===== config.mk =====
export PLATFORM = sky130hd
export DESIGN_NAME = smul_top
export DESIGN_NICKNAME = d
export VERILOG_FILES = /design/src/rtl/smul_pkg.sv /design/src/rtl/smul_fa.sv /design/src/rtl/smul_mag.sv /design/src/rtl/smul_negate.sv /design/src/rtl/smul_array.sv /design/src/rtl/smul_top.sv
export SDC_FILE = /design/constraint.sdc
export NUM_CORES = 1
export LEC_CHECK = 0
export BUFFER_PORTS_ARGS = -buffer_cell sky130_fd_sc_hd__buf_2
export CORE_UTILIZATION = 45
export DETAILED_ROUTE_END_ITERATION = 10
export PLACE_DENSITY = 0.69
export SLEW_MARGIN = 20
export SYNTH_ARGS = -nofsm -noshare
export SYNTH_HDL_FRONTEND = slang
export SYNTH_HIERARCHICAL = 1
export SYNTH_SLANG_ARGS = --single-unit
export TNS_END_PERCENT = 20

===== constraint.sdc =====
create_clock -name clk -period 11.5 [get_ports clk]
set_clock_uncertainty 0.05 [all_clocks]
set_input_delay 2.3 -clock clk [delete_from_list [all_inputs] [get_ports clk]]
set_output_delay 2.3 -clock clk [all_outputs]
set_load 0.005 [all_outputs]

===== src/rtl/smul_pkg.sv =====
package smul_pkg;
    typedef enum logic {
        SIGN_POS = 1'b0,
        SIGN_NEG = 1'b1
    } sign_e;
endpackage


===== src/rtl/smul_fa.sv =====
module smul_fa (
    input  logic x_i,
    input  logic y_i,
    input  logic c_i,
    output logic s_o,
    output logic c_o
);
    assign s_o = x_i ^ y_i ^ c_i;
    assign c_o = (x_i & y_i) | (c_i & (x_i ^ y_i));
endmodule


===== src/rtl/smul_mag.sv =====
// Splits a two's-complement value into sign and n-bit unsigned magnitude.
module smul_mag #(
    parameter int WIDTH = 8
) (
    input  logic [WIDTH-1:0] x_i,
    output logic [WIDTH-1:0] mag_o,
    output logic             neg_o
);
    logic [WIDTH-1:0] inv_plus_one;

    assign neg_o        = x_i[WIDTH-1];
    assign inv_plus_one = ~x_i + {{(WIDTH-1){1'b0}}, 1'b1};
    // most-negative input maps to 2^(WIDTH-1), valid as unsigned
    assign mag_o        = neg_o ? inv_plus_one : x_i;
endmodule


===== src/rtl/smul_negate.sv =====
module smul_negate #(
    parameter int WIDTH = 16
) (
    input  logic [WIDTH-1:0] x_i,
    input  logic             en_i,
    output logic [WIDTH-1:0] y_o
);
    logic [WIDTH-1:0] twos;

    assign twos = ~x_i + {{(WIDTH-1){1'b0}}, 1'b1};
    assign y_o  = en_i ? twos : x_i;
endmodule


===== src/rtl/smul_array.sv =====
// Unsigned WIDTH x WIDTH array: AND partial products, ripple full-adder rows.
module smul_array #(
    parameter int WIDTH = 8
) (
    input  logic [WIDTH-1:0]   a_i,
    input  logic [WIDTH-1:0]   b_i,
    output logic [2*WIDTH-1:0] p_o
);
    localparam int PW = 2 * WIDTH;

    logic [WIDTH-1:0] pp  [WIDTH];
    logic [WIDTH:0]   row [WIDTH];

    for (genvar i = 0; i < WIDTH; i++) begin : g_pp
        assign pp[i] = a_i & {WIDTH{b_i[i]}};
    end

    assign row[0] = {1'b0, pp[0]};

    for (genvar r = 1; r < WIDTH; r++) begin : g_row
        logic [WIDTH:0]   cy;
        logic [WIDTH-1:0] sm;
        assign cy[0] = 1'b0;
        for (genvar j = 0; j < WIDTH; j++) begin : g_col
            smul_fa u_fa (
                .x_i (row[r-1][j+1]),
                .y_i (pp[r][j]),
                .c_i (cy[j]),
                .s_o (sm[j]),
                .c_o (cy[j+1])
            );
        end
        assign row[r] = {cy[WIDTH], sm};
    end

    for (genvar k = 0; k < WIDTH - 1; k++) begin : g_low
        assign p_o[k] = row[k][0];
    end
    assign p_o[PW-1:WIDTH-1] = row[WIDTH-1];
endmodule


===== src/rtl/smul_top.sv =====
module smul_top #(
    parameter int WIDTH   = 8,
    parameter bit IN_REG  = 1'b1,
    parameter bit OUT_REG = 1'b1
) (
    input  logic                 clk,
    input  logic                 rst_n,
    input  logic [WIDTH-1:0]     a_i,
    input  logic [WIDTH-1:0]     b_i,
    output logic [2*WIDTH-1:0]   p_o
);
    import smul_pkg::*;

    localparam int PW = 2 * WIDTH;

    typedef struct packed {
        logic [WIDTH-1:0] a;
        logic [WIDTH-1:0] b;
        logic [PW-1:0]    p;
    } stage_t;

    stage_t st_d, st_q;

    logic [WIDTH-1:0] a_s, b_s;
    logic [WIDTH-1:0] mag_a, mag_b;
    logic             neg_a, neg_b;
    logic [PW-1:0]    uprod;
    logic [PW-1:0]    p_c;
    sign_e            psign;

    if (IN_REG) begin : g_in_reg
        assign a_s = st_q.a;
        assign b_s = st_q.b;
    end else begin : g_in_pass
        assign a_s = a_i;
        assign b_s = b_i;
    end

    smul_mag #(.WIDTH(WIDTH)) u_mag_a (.x_i(a_s), .mag_o(mag_a), .neg_o(neg_a));
    smul_mag #(.WIDTH(WIDTH)) u_mag_b (.x_i(b_s), .mag_o(mag_b), .neg_o(neg_b));

    smul_array #(.WIDTH(WIDTH)) u_array (
        .a_i (mag_a),
        .b_i (mag_b),
        .p_o (uprod)
    );

    assign psign = (neg_a ^ neg_b) ? SIGN_NEG : SIGN_POS;

    smul_negate #(.WIDTH(PW)) u_neg (
        .x_i  (uprod),
        .en_i (psign == SIGN_NEG),
        .y_o  (p_c)
    );

    always_comb begin
        st_d   = st_q;
        st_d.a = a_i;
        st_d.b = b_i;
        st_d.p = p_c;
    end

    always_ff @(posedge clk or negedge rst_n) begin
        if (!rst_n) begin
            st_q <= '0;
        end else begin
            st_q <= st_d;
        end
    end

    if (OUT_REG) begin : g_out_reg
        assign p_o = st_q.p;
    end else begin : g_out_pass
        assign p_o = p_c;
    end
endmodule


==> run metrics, run 1 <==
number of global-route vias before repair=1966; buffer levels on the longest clock path=2; number of enable flip-flop cells after synthesis=0; Nets=367; top cell type by total area after synthesis=fa_1; Critical-path top delay cell=fa_1; final-report max-slew violation count=0; instance count of the mapped netlist=254; final count of negative-setup-slack endpoints=0; Max stage delay on crit path=0.50 ns; Placeable Area=6460 µm²; Clk Latency, worst-skew pair=0.28 ns; top flip-flop cell by instance count after synthesis=dfrtp_1; fmax=92.1 MHz; distinct cell type count after synthesis=26; fill count=592; top cell type's share of synthesized area=0.367; Final ANT Viol Nets=0; first-pass GRT wire length=8.28 mm; top area cells in the synthesized netlist=fa_1, dfrtp_1, and2_1; Die Y-Extent=84.4 µm; die boundary width=84.4 µm; number of synthesized register bits=32; largest fanout on the critical path=10; sequential element share of the synthesized area=0.262; reported max-cap violation count=0; post-synthesis async set-or-reset flop share=1.00; via density per instance=4.95; run status=finished, violations left; boundary pin count=34; Mean Syn Cell Area=12.0 µm²; count of buffers from port buffering=33; maximum number of pins on one net before global-route repair=33; setup repair after global routing missed its margin=false; Worst setup EP type=flip-flop; path type of the worst min-delay path=reg -> reg; layout overhead on the synthesized area=9.37%; clock-pin slew of the registers on the worst-case setup and hold paths=0.06 ns; CTS root buffer=clkbuf_8; CTS tree=built; critical path arrival=11.01 ns; detailed-route wire length per cell=12.4 µm; Data required, critical path=11.65 ns; DRT iter0 DRCs=69; standard-cell row count=29; Post-Synthesis Cell Area=3060 µm²; crit share post-route=0.944; Sink Count=32; most frequent cell after synthesis=and2_1; violations in the final reports=DRC; post-CTS setup buffers=0; measured slew at the worst slew-check pin=0.956 ns; total of warnings raised by yosys=6; first-pass iteration count of the detailed router=7; area of the die=7130 µm²; global router's overall resource usage=0.149; post-cts sizing count=0; type of the worst setup path=reg -> reg; number of antenna violations at the first check in global routing=0; clock period minus final worst setup slack=10.86 ns; DRC=2; list of most frequent post-synthesis cells=and2_1, fa_1, dfrtp_1; starting utilization of the core area=0.473; final routed wirelength across all metal layers=4.54 mm; via total after detailed routing=1817; most repeated library cell on the critical path=fa_1; Inserted Diodes=0; routability cong.=0.792; Congestion Overflow GR=0; startpoint class of the critical path=flip-flop; Relative slew margins=0.357; number of buffers created by CTS=5; hold-fix buffers at CTS=0; detailed placement HPWL=4.06 mm; endpoints failing hold=0; TNS Setup=0 ns; level count of the clock H-tree=2; share of layout cells above drive strength 1=0.186
[layer usage]
| layer | global-route usage | routed length (µm) |
|---|---|---|
| met3 | 0.0324 | 262 |
| met2 | 0.286 | 2430 |
| met5 | 0 | 0 |
| met4 | 0.0539 | 61 |
| met1 | 0.161 | 1790 |
[registers in the layout, indices dropped and copies added, names as in the netlist]
register	cells
p_o	16
a_s	8
b_s	8
[critical path: cells and delay by family, from the launching register on]
kind | cells | cell delay (ns)
XOR/XNOR | 1 | 0.16
AND/OR/NAND/NOR | 2 | 0.31
flip-flops | 1 | 0.47
AO/OA/AOI/OAI | 2 | 0.54
adder cells (fa/ha/maj) | 21 | 9.17
buffers and inverters | 1 | 0.07
[layout make-up]
| class | count | area [µm²] | share of cell area |
|---|---|---|---|
| clock buffer | 6 | 72.6 | 0.0217 |
| inverter | 8 | 30.0 | 0.00898 |
| clock inverter | 1 | 5.00 | 0.00150 |
| tap | 77 | 96.3 | 0.0288 |
| timing repair buffer | 36 | 188 | 0.0561 |
| sequential | 32 | 801 | 0.239 |
| multi-input combinational | 207 | 2150 | 0.643 |
[placed cells by master, fill, tap and decap left out, types with 7 or more instances in the layout]
master   synthesis  layout
fa_1            56      56
dfrtp_1         32      32
o21ai_0          7       7
inv_1            8       8
conb_1           1       8
and2_1          64      64
buf_2            0      33
xnor2_1         24      24
nand2_1         10      10
[through the flow]
step / cells / area, µm² / hold WS, ns / utilization / worst slack (ns)
floorplan: 261 / 3080 / 0.748 / - / 1.30
global placement: 360 / 3270 / 0.657 / 0.506 / 0.843
detailed placement: 360 / 3270 / 0.681 / 0.506 / 0.575
CTS: 367 / 3340 / 0.695 / 0.518 / 0.569
global route: 367 / 3340 / 0.731 / 0.518 / 0.144
finish: 367 / 3340 / 0.686 / 0.518 / 0.640
[cell families (layout without fill, tap and decap cells)]
logic type,Yosys count,in the layout,share of synthesized area
AO/OA/AOI/OAI,19,19,0.0487
XOR/XNOR,25,25,0.0716
adder cells (fa/ha/maj),59,59,0.379
buffers and inverters,22,51,0.0430
flip-flops,32,32,0.262
other,1,8,0.00123
AND/OR/NAND/NOR,96,96,0.195
[worst paths after layout]
kind                       depth (start not counted)       to  slack, ns  startpoint
max reg2reg                                       27  p_o[15]       0.64      a_s[0]
max                                               27  p_o[15]       0.64      a_s[0]
max in group asynchronous                          1   b_s[0]       8.94       rst_n
min                                                1   p_o[0]       0.69      a_s[0]
min reg2reg                                        1   p_o[0]       0.69      a_s[0]
min in group asynchronous                          1  p_o[11]       2.01       rst_n
Power of run 1 is left out: the tool's default activity adds up to more than one toggle a clock period on the data nets, which glitch-free logic cannot reach.
==> inputs of run 2 (changes only) <==
--- a/config.mk
+++ b/config.mk
@@ -6,9 +6,9 @@
 export NUM_CORES = 1
 export LEC_CHECK = 0
 export BUFFER_PORTS_ARGS = -buffer_cell sky130_fd_sc_hd__buf_2
-export CORE_UTILIZATION = 45
+export CORE_UTILIZATION = 25
 export DETAILED_ROUTE_END_ITERATION = 10
-export PLACE_DENSITY = 0.69
+export PLACE_DENSITY = 0.46
 export SLEW_MARGIN = 20
 export SYNTH_ARGS = -nofsm -noshare
 export SYNTH_HDL_FRONTEND = slang
==> run 2 against run 1 <==
Sequential share of layout area is 1.2 points lower. The flow now finishes without violations. Fmax is 0.79% higher. Cell area is 5.4% higher. Critical path type unchanged. Cell count is 19% higher. Critical endpoint unchanged.
==> run metrics, run 2 (synthesis gave the netlist of run 1 again) <==
run status=complete, no violations; most frequent cells in the layout=and2_1, fa_1, buf_2; clock-pin slew of the registers on the worst-case setup and hold paths=0.05 ns; post-cts sizing count=0; post-CTS setup buffers=0; standard-cell row count=40; Final ANT Viol Nets=0; first-pass iteration count of the detailed router=3; routed metal-1 wirelength=2.32 mm; clock period minus final worst setup slack=10.77 ns; Cell Area, Placed=3350 µm²; final count of negative-setup-slack endpoints=0; DRT iter0 DRCs=36; buffer levels on the longest clock path=2; measured slew at the worst slew-check pin=0.696 ns; Placeable Area=12000 µm²; highest routed layer=met4; largest fanout on the critical path=10; maximum number of pins on one net before global-route repair=33; Worst setup EP type=flip-flop; endpoints failing hold=0; number of antenna violations at the first check in global routing=0; critical path arrival=10.93 ns; detailed-route wire length per cell=11.3 µm; number of global-route vias before repair=1937; CTS tree=built; Clk Latency, worst-skew pair=0.28 ns; crit share post-route=0.937; path type of the worst min-delay path=reg -> reg; final routed wirelength across all metal layers=4.96 mm; reported max-cap violation count=0; die boundary width=113 µm; via total after detailed routing=1794; global router's overall resource usage=0.0899; most frequent standard cell in the layout excluding fill and tap cells=and2_1; routed wl met2=2.42 mm; fill count=1241; setup repair after global routing missed its margin=false; DRC=0; hold-fix buffers at CTS=0; Inserted Diodes=0; type of the worst setup path=reg -> reg; area of all placed cells without fillers=3520 µm²; detailed placement HPWL=4.41 mm; boundary pin count=34; level count of the clock H-tree=2; routability cong.=0.694; CTS root buffer=clkbuf_16; startpoint class of the critical path=flip-flop; TNS Setup=0 ns; Relative slew margins=0.536; via density per instance=4.10; first-pass GRT wire length=9.03 mm; count of buffers from port buffering=33; Register Area=801 µm²; fmax=92.8 MHz; layout overhead on the synthesized area=15.3%; Nets=367; number of flip-flops in the largest register=16; Data required, critical path=11.65 ns; Die Y-Extent=113 µm; share of layout cells above drive strength 1=0.192; Met3 Routed Length=198 µm; area of the die=12700 µm²; starting utilization of the core area=0.256; Congestion Overflow GR=0; final-report max-slew violation count=0; number of buffers created by CTS=5; Sink Count=32; area taken by multi-input logic gates=2160 µm²
run 2: changes by cell type in the layout (fill, tap and decap cells not counted), sizes merged:
cell,previous run,this run
bufinv,0,1
run 2: path summary, 6_finish.rpt:
check	from	endpoint	slack (ns)	depth (start not counted)
worst max register to register	a_s[0]	p_o[15]	0.73	27
min in group asynchronous	rst_n	p_o[1]	2.02	1
worst min-delay path	a_s[0]	p_o[0]	0.68	1
worst min register to register	a_s[0]	p_o[0]	0.68	1
max in group asynchronous	rst_n	b_s[0]	8.93	1
worst max-delay path	a_s[0]	p_o[15]	0.73	27
run 2: final cells by class:
| class | count | area share |
|---|---|---|
| Multi-Input combinational cell | 207 | 0.612 |
| Sequential cell | 32 | 0.227 |
| Timing Repair Buffer | 36 | 0.0532 |
| Tap cell | 147 | 0.0522 |
| Clock buffer | 6 | 0.0366 |
| Clock inverter | 2 | 0.00994 |
| Inverter | 8 | 0.00852 |
run 2: metal layers:
| metal | GRT usage | vias up |
|---|---|---|
| met4 | 0.0187 | 0 |
| met5 | 0 | - |
| met1 | 0.112 | 908 |
| li1 | - | 852 |
| met2 | 0.157 | 29 |
| met3 | 0.0238 | 5 |
run 2: worst max-delay path, stage by stage (launching register included):
cell     delay [ns]
dfrtp_1        0.47
inv_1          0.07
ha_1           0.29
nand2_1        0.06
o21ai_0        0.23
and2_1         0.25
fa_1           0.43
fa_1           0.48
fa_1           0.45
fa_1           0.47
fa_1           0.44
fa_1           0.48
fa_1           0.45
fa_1           0.48
fa_1           0.45
fa_1           0.48
fa_1           0.45
fa_1           0.39
fa_1           0.39
fa_1           0.39
fa_1           0.39
fa_1           0.39
fa_1           0.49
fa_1           0.45
fa_1           0.40
fa_1           0.50
o31ai_2        0.29
xnor2_1        0.14
run 2: metrics by stage:
step           utilization  hold WS [ns]  std cells  setup slack (ns)
5_1_grt              0.295         0.740        438             0.144
3_3_place_gp         0.280         0.672        430             0.706
6_report             0.295         0.679        438             0.725
4_1_cts              0.294         0.697        438             0.588
2_1_floorplan            -         0.748        261              1.30
3_5_place_dp         0.280         0.687        430             0.592
Power of run 2 is left out for the same reason.
